[src/rtl/txsched_pkg.sv]
package txsched_pkg;
  typedef struct packed {
    logic capture;
    logic newPkt;
    logic issue;
    logic drop;
    logic endPkt;
  } txsched_strobe_t;
endpackage

[src/rtl/txsched_ctrl.sv]
module txsched_ctrl
  import txsched_pkg::*;
#(
  parameter int NUM_CTX = 4,
  parameter int CTX_W   = 2
) (
  input  logic             clk,
  input  logic             rstN,
  input  logic             cmdWrite,
  input  logic [CTX_W-1:0] cmdCtx,
  input  logic             dmaReady,
  input  logic             headMore,
  input  logic             headOver,
  input  logic [CTX_W-1:0] statusCtx,
  output logic             dmaValid,
  output logic [CTX_W-1:0] headCtx,
  output txsched_strobe_t  strb,
  output logic             statusBusy,
  output logic             statusComplete,
  output logic             statusError
);
  localparam int CNT_W = CTX_W + 1;

  logic [NUM_CTX-1:0] pendV, inQ, discard, cmpl, errF;
  logic [CTX_W-1:0]   order [NUM_CTX];
  logic [CTX_W-1:0]   rdPtr, wrPtr;
  logic [CNT_W-1:0]   count;
  logic               accept, reject, headReady;

  function automatic logic [CTX_W-1:0] nextPtr(input logic [CTX_W-1:0] p);
    return (p == CTX_W'(NUM_CTX - 1)) ? '0 : p + CTX_W'(1);
  endfunction

  always_comb begin
    accept      = cmdWrite && !pendV[cmdCtx];
    reject      = cmdWrite && pendV[cmdCtx];
    headCtx     = order[rdPtr];
    headReady   = (count != '0) && pendV[headCtx];
    dmaValid    = headReady && !discard[headCtx] && !headOver;
    strb.capture = accept;
    strb.newPkt  = accept && !inQ[cmdCtx];
    strb.issue   = dmaValid && dmaReady;
    strb.drop    = headReady && (discard[headCtx] || headOver);
    strb.endPkt  = (strb.issue || strb.drop) && !headMore;
  end

  always_ff @(posedge clk or negedge rstN) begin
    if (!rstN) begin
      pendV   <= '0;
      inQ     <= '0;
      discard <= '0;
      cmpl    <= '0;
      errF    <= '0;
      rdPtr   <= '0;
      wrPtr   <= '0;
      count   <= '0;
      for (int i = 0; i < NUM_CTX; i++) order[i] <= '0;
    end else begin
      if (strb.issue || strb.drop) pendV[headCtx] <= 1'b0;
      if (accept) pendV[cmdCtx] <= 1'b1;
      if (strb.newPkt) begin
        inQ[cmdCtx]  <= 1'b1;
        cmpl[cmdCtx] <= 1'b0;
        errF[cmdCtx] <= 1'b0;
        order[wrPtr] <= cmdCtx;
        wrPtr        <= nextPtr(wrPtr);
      end
      if (reject) errF[cmdCtx] <= 1'b1;
      if (strb.drop) begin
        errF[headCtx]    <= 1'b1;
        discard[headCtx] <= headMore;
      end
      if (strb.issue && !headMore) cmpl[headCtx] <= 1'b1;
      if (strb.endPkt) begin
        inQ[headCtx] <= 1'b0;
        rdPtr        <= nextPtr(rdPtr);
      end
      case ({strb.newPkt, strb.endPkt})
        2'b10:   count <= count + CNT_W'(1);
        2'b01:   count <= count - CNT_W'(1);
        default: count <= count;
      endcase
    end
  end

  assign statusBusy     = inQ[statusCtx];
  assign statusComplete = cmpl[statusCtx];
  assign statusError    = errF[statusCtx];
endmodule

[src/rtl/txsched_dp.sv]
module txsched_dp
  import txsched_pkg::*;
#(
  parameter int NUM_CTX   = 4,
  parameter int CTX_W     = 2,
  parameter int ADDR_W    = 32,
  parameter int LEN_W     = 16,
  parameter int BUF_BYTES = 2048,
  parameter int OFF_W     = 12
) (
  input  logic              clk,
  input  logic              rstN,
  input  txsched_strobe_t   strb,
  input  logic [CTX_W-1:0]  cmdCtx,
  input  logic [ADDR_W-1:0] cmdAddr,
  input  logic [LEN_W-1:0]  cmdLen,
  input  logic              cmdMore,
  input  logic [CTX_W-1:0]  headCtx,
  input  logic [CTX_W-1:0]  statusCtx,
  output logic [ADDR_W-1:0] dmaAddr,
  output logic [LEN_W-1:0]  dmaLen,
  output logic [OFF_W-1:0]  dmaOffset,
  output logic              headMore,
  output logic              headOver,
  output logic [OFF_W-1:0]  statusBytes
);
  localparam int SUM_W = ((LEN_W > OFF_W) ? LEN_W : OFF_W) + 1;

  logic [ADDR_W-1:0] addrR  [NUM_CTX];
  logic [LEN_W-1:0]  lenR   [NUM_CTX];
  logic [OFF_W-1:0]  bytesR [NUM_CTX];
  logic [NUM_CTX-1:0] moreR;
  logic [OFF_W-1:0]  offset;
  logic [SUM_W-1:0]  reach;

  always_comb begin
    reach    = SUM_W'(offset) + SUM_W'(lenR[headCtx]);
    headOver = reach > SUM_W'(BUF_BYTES);
  end

  always_ff @(posedge clk or negedge rstN) begin
    if (!rstN) begin
      moreR  <= '0;
      offset <= '0;
      for (int i = 0; i < NUM_CTX; i++) begin
        addrR[i]  <= '0;
        lenR[i]   <= '0;
        bytesR[i] <= '0;
      end
    end else begin
      if (strb.capture) begin
        addrR[cmdCtx] <= cmdAddr;
        lenR[cmdCtx]  <= cmdLen;
        moreR[cmdCtx] <= cmdMore;
      end
      if (strb.newPkt) bytesR[cmdCtx] <= '0;
      if (strb.issue) bytesR[headCtx] <= bytesR[headCtx] + OFF_W'(lenR[headCtx]);
      if (strb.drop) bytesR[headCtx] <= '0;
      if (strb.endPkt) offset <= '0;
      else if (strb.issue) offset <= offset + OFF_W'(lenR[headCtx]);
    end
  end

  assign dmaAddr     = addrR[headCtx];
  assign dmaLen      = lenR[headCtx];
  assign dmaOffset   = offset;
  assign headMore    = moreR[headCtx];
  assign statusBytes = bytesR[statusCtx];
endmodule

[src/rtl/txsched.sv]
module txsched
  import txsched_pkg::*;
#(
  parameter int NUM_CTX   = 4,
  parameter int ADDR_W    = 32,
  parameter int LEN_W     = 16,
  parameter int BUF_BYTES = 2048,
  localparam int CTX_W    = $clog2(NUM_CTX),
  localparam int OFF_W    = $clog2(BUF_BYTES + 1)
) (
  input  logic              clk,
  input  logic              rstN,
  input  logic              cmdWrite,
  input  logic [CTX_W-1:0]  cmdCtx,
  input  logic [ADDR_W-1:0] cmdAddr,
  input  logic [LEN_W-1:0]  cmdLen,
  input  logic              cmdMore,
  output logic              dmaValid,
  input  logic              dmaReady,
  output logic [CTX_W-1:0]  dmaCtx,
  output logic [ADDR_W-1:0] dmaAddr,
  output logic [LEN_W-1:0]  dmaLen,
  output logic [OFF_W-1:0]  dmaOffset,
  output logic              dmaLast,
  input  logic [CTX_W-1:0]  statusCtx,
  output logic              statusBusy,
  output logic              statusComplete,
  output logic              statusError,
  output logic [OFF_W-1:0]  statusBytes
);
  txsched_strobe_t  strb;
  logic [CTX_W-1:0] headCtx;
  logic             headMore, headOver;

  txsched_ctrl #(.NUM_CTX(NUM_CTX), .CTX_W(CTX_W)) i_ctrl (
    .clk(clk), .rstN(rstN), .cmdWrite(cmdWrite), .cmdCtx(cmdCtx),
    .dmaReady(dmaReady), .headMore(headMore), .headOver(headOver),
    .statusCtx(statusCtx), .dmaValid(dmaValid), .headCtx(headCtx),
    .strb(strb), .statusBusy(statusBusy), .statusComplete(statusComplete),
    .statusError(statusError)
  );

  txsched_dp #(.NUM_CTX(NUM_CTX), .CTX_W(CTX_W), .ADDR_W(ADDR_W), .LEN_W(LEN_W),
               .BUF_BYTES(BUF_BYTES), .OFF_W(OFF_W)) i_dp (
    .clk(clk), .rstN(rstN), .strb(strb), .cmdCtx(cmdCtx), .cmdAddr(cmdAddr),
    .cmdLen(cmdLen), .cmdMore(cmdMore), .headCtx(headCtx), .statusCtx(statusCtx),
    .dmaAddr(dmaAddr), .dmaLen(dmaLen), .dmaOffset(dmaOffset),
    .headMore(headMore), .headOver(headOver), .statusBytes(statusBytes)
  );

  assign dmaCtx  = headCtx;
  assign dmaLast = !headMore;
endmodule

[config.mk]
export PLATFORM = sky130hd
export DESIGN_NAME = txsched
export DESIGN_NICKNAME = d
export VERILOG_FILES = /design/src/rtl/txsched_pkg.sv /design/src/rtl/txsched_ctrl.sv /design/src/rtl/txsched_dp.sv /design/src/rtl/txsched.sv
export SDC_FILE = /design/constraint.sdc
export NUM_CORES = 1
export LEC_CHECK = 0
export CORE_ASPECT_RATIO = 1.4
export CORE_MARGIN = 2
export CORE_UTILIZATION = 45
export CTS_BUF_LIST = sky130_fd_sc_hd__clkbuf_4 sky130_fd_sc_hd__clkbuf_8 sky130_fd_sc_hd__clkbuf_16
export CTS_CLUSTER_SIZE = 14
export DETAILED_ROUTE_END_ITERATION = 8
export PLACE_DENSITY_LB_ADDON = 0.12
export SKIP_LAST_GASP = 1
export SLEW_MARGIN = 20
export SYNTH_ARGS = -nofsm -noshare
export SYNTH_HDL_FRONTEND = slang
export SYNTH_SLANG_ARGS = --single-unit
[constraint.sdc]
create_clock -name clk -period 7.3 [get_ports clk]
set_input_delay 2.19 -clock clk [delete_from_list [all_inputs] [get_ports clk]]
set_output_delay 2.19 -clock clk [all_outputs]
set_load 0.02 [all_outputs]
==> impl_results.md, run 1 <==
* Status: finished, final reports clean
* Required time worst endpoint at roughly 5.1 ns
* Hold Vio Cnt, Final at 0
* Max-slew headroom at around a third
* Synth warnings at 0
* Slowest CP cell: mux4_4
* Layout Utilization at between 50% and 60%
* Max-cap violations at 0
* FP Rows at 76
* Fin worst setup slack at roughly 0.19 ns
* Crit path buffers/inverters at 2
* Crit path capture type: primary output
* Pins Over Slew Limit at 0
* Number of synthesized flops with an enable pin at 0
* Critical Path Stages at 13
* Port Buf Inserts at about 140
* Post-synthesis cell count at approximately 970
* Die Width at roughly 150 um
* Share of cells above drive strength 1 at 34.0%
* Max incr delay on CP at approximately 0.75 ns
* Fmax at roughly 140 MHz
* Clk pin slew, worst setup/hold paths at 0.06 ns
* Fin Setup TNS at 0 ns
* Syn Nets at roughly 1100
* Leading post-synthesis cells by cell area: dfrtp_1 (52%), mux2_2 (16%), mux4_2 (12%), ha_1 (2.7%), a22o_1 (2.2%)
* Cts-stage hold buffer count at 0
* Antenna diode count at 0
* Antenna violations before repair at 0
* Vias in the first global route at just under 10000
* Residual DRC at 0
* Worst-skew pair later-pin latency at 0.58 ns
* DR vias at approximately 9000
* RSZ-0062 raised after global routing: no
* Skew final at 0.0195 ns
* First-pass GRT wire length at about 56000 um
* Clk sinks at between 200 and 300
* Post-synth top flop: dfrtp_1
* Setup WS pre-CTS at a little under 0.2 ns
* Starting Density at a little under half
* Most frequent cells in the layout: dfrtp_1 (290), mux2_2 (205), clkdlybuf4s50_1 (133)
* CP Class: reg2out
* Core area at 30800 um2
* Overall routing resource usage at 21.9%
* Clock Tree Buf Depth at 3
* Cell depth of the worst flop-to-flop path at 20
* Share of the clock period used by the worst path at between 90 and 100%
* Avg WL per Cell at ~23 um
* Seq cells post-synth at just under 300
* Gr ovfl total at 0
* Vias/cell at 5.94
* Min-delay worst type: reg2reg
* Synth unique cells at 65
* CP max FO at 6
* Crit path cell chain: mux4_4 > mux4_2 > ha_1 > inv_1 > fa_1 > nor2b_1 > o31a_1 > or3_1 > a31oi_1 > nand4_1 > o32a_1 > nor3_4 > clkbuf_2
* # fillers at about 2600
* CTS root buffer: clkbuf_16
* CP startpoint kind: flop
* Final wirelength at between 30000 and 40000 um
* Remaining antenna violation count at 0
* CTS tree: yes
* Post-route cell area at between 15000 and 20000 um2
* Leading cell type in the layout, fill and taps excluded: dfrtp_1
* Placed wire-length estimate at between 20000 and 25000 um
* DRT Pass-1 Iters at 4
* Top cell family by delay on the critical path: multiplexers
* Synth area leader: dfrtp_1
* IO Count at roughly 140
* Syn avg cell area at about 15 um2
* Synth Cell Area at ~14000 um2
* Area Growth Syn to Fin at 20.5%
* Share of the yosys chip area belonging to registers at 51.6%
* Die ar. at 32800 um2
* Layout Nets at around 1200
* DP Area at 15900 um2
* R2R setup slack at 1.35 ns
* Yosys top cell area share at 51.6%
* Final Wtd Congestion at between 0.8 and 0.9
* Die H at ~210 um
* Worst EP arrival at approximately 4.9 ns
* Num CTS Buffers at 30
* Ys async rst share at 100%
* Initial DRC count at roughly 420
* Largest net degree at the start of global routing at 139
* Worst hold stages at 1
* H-Tree Depth at 1
* Least-Margin Pin Slew at between 0.9 and 1 ns
* Final setup vio count at 0
* Min cycle time layout at between 7 and 8 ns
logic make-up (layout without fill, tap and decap cells):
family,after synthesis,after routing,synth area share (%)
AOI/OAI and AO/OA,148,148,8.08
xor gates and xnor gates,24,24,1.49
adders and majority gates,33,33,3.08
buffers and inverters,74,229,2.22
DFF,291,291,51.6
muxes,296,297,29.8
and+or+nand+nor,101,101,3.77
synthesized netlist by cell type, types with 6 or more instances:
cell,number
a21oi_1,17
a32o_1,6
nor3_1,11
xor2_1,12
clkbuf_1,29
inv_1,17
buf_4,8
ha_1,30
o2bb2ai_1,19
nor2_1,18
buf_1,14
xnor2_1,12
dfrtp_1,291
mux2_2,205
nand2_1,23
o21ai_0,18
nand3_1,10
mux4_2,78
a22o_1,35
mux2i_1,7
or3_1,7
layer usage:
| metal | vias up | wire length, um | global-route usage [%] |
|---|---|---|---|
| met3 | 68 | 1920 | 4.16 |
| li1 | 3970 | - | - |
| met4 | 0 | 981 | 7.31 |
| met1 | 4710 | 14400 | 27.7 |
| met2 | 246 | 17900 | 38.0 |
| met5 | - | 0 | 0 |
registers in the layout (all words and copies together), names as in the netlist:
register	count
i_ctrl.order	8
i_dp.lenR	64
i_ctrl.discard	4
i_ctrl.inQ	4
i_ctrl.cmpl	4
i_dp.addrR	128
i_ctrl.count	3
i_ctrl.wrPtr	2
i_dp.moreR	4
i_ctrl.pendV	4
i_dp.bytesR	48
i_ctrl.rdPtr	2
i_dp.dmaOffset	12
i_ctrl.errF	4
through the flow:
stage | instances | hold slack (ns)
detailed placement | 1458 | 0.476
global placement | 1458 | 0.470
CTS | 1513 | 0.490
finish | 1513 | 0.485
floorplan | 967 | 0.444
global route | 1513 | 0.508
area by class of cell:
class                   count  area [um2]  area share [%]
flip-flops and latches    291        7280            42.8
multi-input cells         603        6590            38.7
clock inverters             7         124           0.728
clock buffers              46         908            5.34
repair buffers            157        1550            9.13
inverters                  19        72.6           0.426
well taps                 390         488            2.87
worst paths after layout:
check	startpoint	to
min in group asynchronous	rstN	i_dp.bytesR[18]
min	i_ctrl.discard[1]	i_ctrl.discard[1]
max	i_ctrl.rdPtr[0]	dmaValid
min reg2reg	i_ctrl.discard[1]	i_ctrl.discard[1]
max in group asynchronous	rstN	i_dp.addrR[8]
max reg2reg	i_ctrl.rdPtr[0]	i_ctrl.count[2]
timing repair:
item | 4_1_cts | 5_1_grt
pin swaps | 0 | 0
resized for setup | 4 | 3
endpoints found under the setup margin | 1 | 1
setup buffers | 1 | 0
cloned | 1 | 0
Power of run 1 is not shown: default switching activity piles up to over one toggle a cycle in this logic, so the estimate is an artifact.
==> run 2, diff against run 1 <==
--- a/config.mk
+++ b/config.mk
@@ -11,6 +11,7 @@
 export CTS_BUF_LIST = sky130_fd_sc_hd__clkbuf_4 sky130_fd_sc_hd__clkbuf_8 sky130_fd_sc_hd__clkbuf_16
 export CTS_CLUSTER_SIZE = 14
 export DETAILED_ROUTE_END_ITERATION = 8
+export HOLD_SLACK_MARGIN = 0.02
 export PLACE_DENSITY_LB_ADDON = 0.12
 export SKIP_LAST_GASP = 1
 export SLEW_MARGIN = 20
==> results of run 2 <==
No change in the layout: final DEF, timing and power equal those of run 1.
Power of run 2 is left out for the same reason.
==> run 3, diff against run 2 <==
--- a/config.mk
+++ b/config.mk
@@ -6,13 +6,13 @@
 export NUM_CORES = 1
 export LEC_CHECK = 0
 export CORE_ASPECT_RATIO = 1.4
-export CORE_MARGIN = 2
+export CORE_MARGIN = 10
 export CORE_UTILIZATION = 45
 export CTS_BUF_LIST = sky130_fd_sc_hd__clkbuf_4 sky130_fd_sc_hd__clkbuf_8 sky130_fd_sc_hd__clkbuf_16
 export CTS_CLUSTER_SIZE = 14
 export DETAILED_ROUTE_END_ITERATION = 8
 export HOLD_SLACK_MARGIN = 0.02
-export PLACE_DENSITY_LB_ADDON = 0.12
+export PLACE_DENSITY = 0.77
 export SKIP_LAST_GASP = 1
 export SLEW_MARGIN = 20
 export SYNTH_ARGS = -nofsm -noshare
==> impl_results.md, run 3 (synthesized netlist as in run 1, its figures left out) <==
* Area Growth Syn to Fin at 20.1% (was 20.5%)
* Num CTS Buffers at 29 (was 30)
* Leading cell type in the layout, fill and taps excluded: dfrtp_1 (unchanged)
* # fillers at 2471 (was 2622)
* Worst R2R End: i_ctrl.count[2] (unchanged)
* First-pass GRT wire length at 56700 um (was 56100 um)
* Core area at 30900 um2 (was 30800 um2)
* Fin worst setup slack at 0.166 ns (was 0.189 ns)
* Cell depth of the worst flop-to-flop path at 19 (was 20)
* Cts-stage hold buffer count at 0 (unchanged)
* Fmax at 140 MHz (was 141 MHz)
* Antenna diode count at 0 (unchanged)
* Share of the clock period used by the worst path at 97.7% (was 97.4%)
* Starting Density at 45.7% (was 45.8%)
* Worst-skew pair later-pin latency at 0.56 ns (was 0.58 ns)
* Residual DRC at 0 (unchanged)
* Final Wtd Congestion at 0.852 (was 0.866)
* Pins Over Slew Limit at 0 (unchanged)
* Crit path capture type: primary output (unchanged)
* Max incr delay on CP at 0.74 ns (was 0.75 ns)
* Slowest CP cell: mux4_4 (unchanged)
* CTS tree: yes (unchanged)
* CTS root buffer: clkbuf_16 (unchanged)
* RSZ-0062 raised after global routing: no (unchanged)
* Die H at 230 um (was 214 um)
* CP Launch Point: i_ctrl.rdPtr[0] (unchanged)
* Crit path buffers/inverters at 2 (unchanged)
* DRT Pass-1 Iters at 5 (was 4)
* Regs by FF count: i_dp.addrR x128, i_dp.lenR x64, i_dp.bytesR x48 (unchanged)
* DR vias at 9120 (was 8994)
* Share of cells above drive strength 1 at 34.3% (was 34.0%)
* CP Class: reg2out (unchanged)
* Top reg by flops: i_dp.addrR (unchanged)
* Antenna violations before repair at 0 (unchanged)
* Max-slew headroom at 27.5% (was 35.3%)
* Status: finished, final reports clean (unchanged)
* FP Rows at 76 (unchanged)
* H-Tree Depth at 1 (unchanged)
* CP endpoint: dmaValid (unchanged)
* Vias in the first global route at 9896 (was 9700)
* Hold Vio Cnt, Final at 0 (unchanged)
* Most frequent cells in the layout: dfrtp_1 (290), mux2_2 (205), clkdlybuf4s50_1 (133) (unchanged)
* Min cycle time layout at 7.13 ns (was 7.11 ns)
* IO Count at 136 (unchanged)
* Vias/cell at 6.01 (was 5.94)
* R2R setup slack at 1.29 ns (was 1.35 ns)
* Reg-to-reg startpoint: i_ctrl.rdPtr[0] (unchanged)
* Least-Margin Pin Slew at 1.08 ns (was 0.963 ns)
* Crit path cell chain: mux4_4 > buf_4 > mux4_2 > ha_1 > nor2b_1 > o31a_1 > or3_1 > a31oi_1 > nand4_1 > o32a_1 > nor3_4 > clkbuf_2 (was mux4_4 > mux4_2 > ha_1 > inv_1 > fa_1 > nor2b_1 > o31a_1 > or3_1 > a31oi_1 > nand4_1 > o32a_1 > nor3_4 > clkbuf_2)
* Required time worst endpoint at 5.11 ns (about the same)
* Final setup vio count at 0 (unchanged)
* Max-cap violations at 0 (unchanged)
* Skew final at 0.0158 ns (was 0.0195 ns)
* Die Width at 170 um (was 154 um)
* Max reg flops at 128 (unchanged)
* Avg WL per Cell at 23.6 um (was 23.3 um)
* Gr ovfl total at 0 (unchanged)
* Setup WS pre-CTS at 0.119 ns (was 0.194 ns)
* Largest net degree at the start of global routing at 172 (was 139)
* Final wirelength at 35800 um (was 35200 um)
* Layout Utilization at 54.9% (was 55.2%)
* Area occupied by multi-input gates at 6590 um2 (unchanged)
* Clk sinks at 291 (unchanged)
* Worst hold stages at 2 (was 1)
* Min-delay worst type: reg2reg (unchanged)
* Critical Path Stages at 12 (was 13)
* Initial DRC count at 662 (was 417)
* Die ar. at 39000 um2 (was 32800 um2)
* Port Buf Inserts at 135 (unchanged)
* Worst EP arrival at 4.94 ns (was 4.92 ns)
* Layout Nets at 1196 (was 1192)
* CP startpoint kind: flop (unchanged)
* Remaining antenna violation count at 0 (unchanged)
* Top cell family by delay on the critical path: multiplexers (unchanged)
* Sequential Area at 7280 um2 (unchanged)
* Placed wire-length estimate at 24100 um (was 23000 um)
* Overall routing resource usage at 18.3% (was 21.9%)
* CP max FO at 6 (unchanged)
* Clk pin slew, worst setup/hold paths at 0.06 ns (about the same)
* Fin Setup TNS at 0 ns (unchanged)
* Clock Tree Buf Depth at 3 (unchanged)
run 3: layout make-up:
type,count,area share [%]
Clock inverter,13,0.753
Timing Repair Buffer,162,9.24
Clock buffer,39,4.87
Multi-Input combinational cell,603,38.9
Sequential cell,291,43.0
Inverter,19,0.421
Tap cell,390,2.88
run 3: how the worst min path moves through the flow:
| stage | to | startpoint |
|---|---|---|
| 2_1_floorplan | i_ctrl.cmpl[0] | i_ctrl.cmpl[0] |
| 3_3_place_gp | i_ctrl.discard[0] | i_ctrl.discard[0] |
| 3_5_place_dp | i_ctrl.discard[0] | i_ctrl.discard[0] |
| 4_1_cts | i_ctrl.discard[0] | i_ctrl.discard[0] |
| 5_1_grt | i_ctrl.discard[1] | i_ctrl.discard[1] |
| 6_report | i_ctrl.discard[0] | i_ctrl.discard[0] |
run 3: layer usage:
layer  vias up  part of all wire, %  global-route usage (%)
li1       3989                    -                       -
met1      4767                   38                    21.7
met2       289                   52                    32.0
met3        75                  6.5                    3.68
met4         0                  3.2                    6.79
met5         -                    0                       0
run 3: metrics by stage:
stage,area (um2),hold WS (ns),cells
after global routing,17000,0.507,1517
after CTS,17000,0.492,1517
final,17000,0.488,1517
after floorplan,14100,0.444,967
after global placement,15900,0.467,1461
after detailed placement,15900,0.478,1461
run 3: repair_timing:
item,4_1_cts,5_1_grt
resized for setup,5,3
setup endpoints to repair,1,1
gates cloned,1,0
hold endpoints to repair,0,0
setup buffers,3,0
run 3: worst min-delay path, cell delays in order, from the launching register on:
cell	delay, ns
dfrtp_1	0.34
nand2_1	0.05
o21ai_0	0.06
Power of run 3 is left out for the same reason.
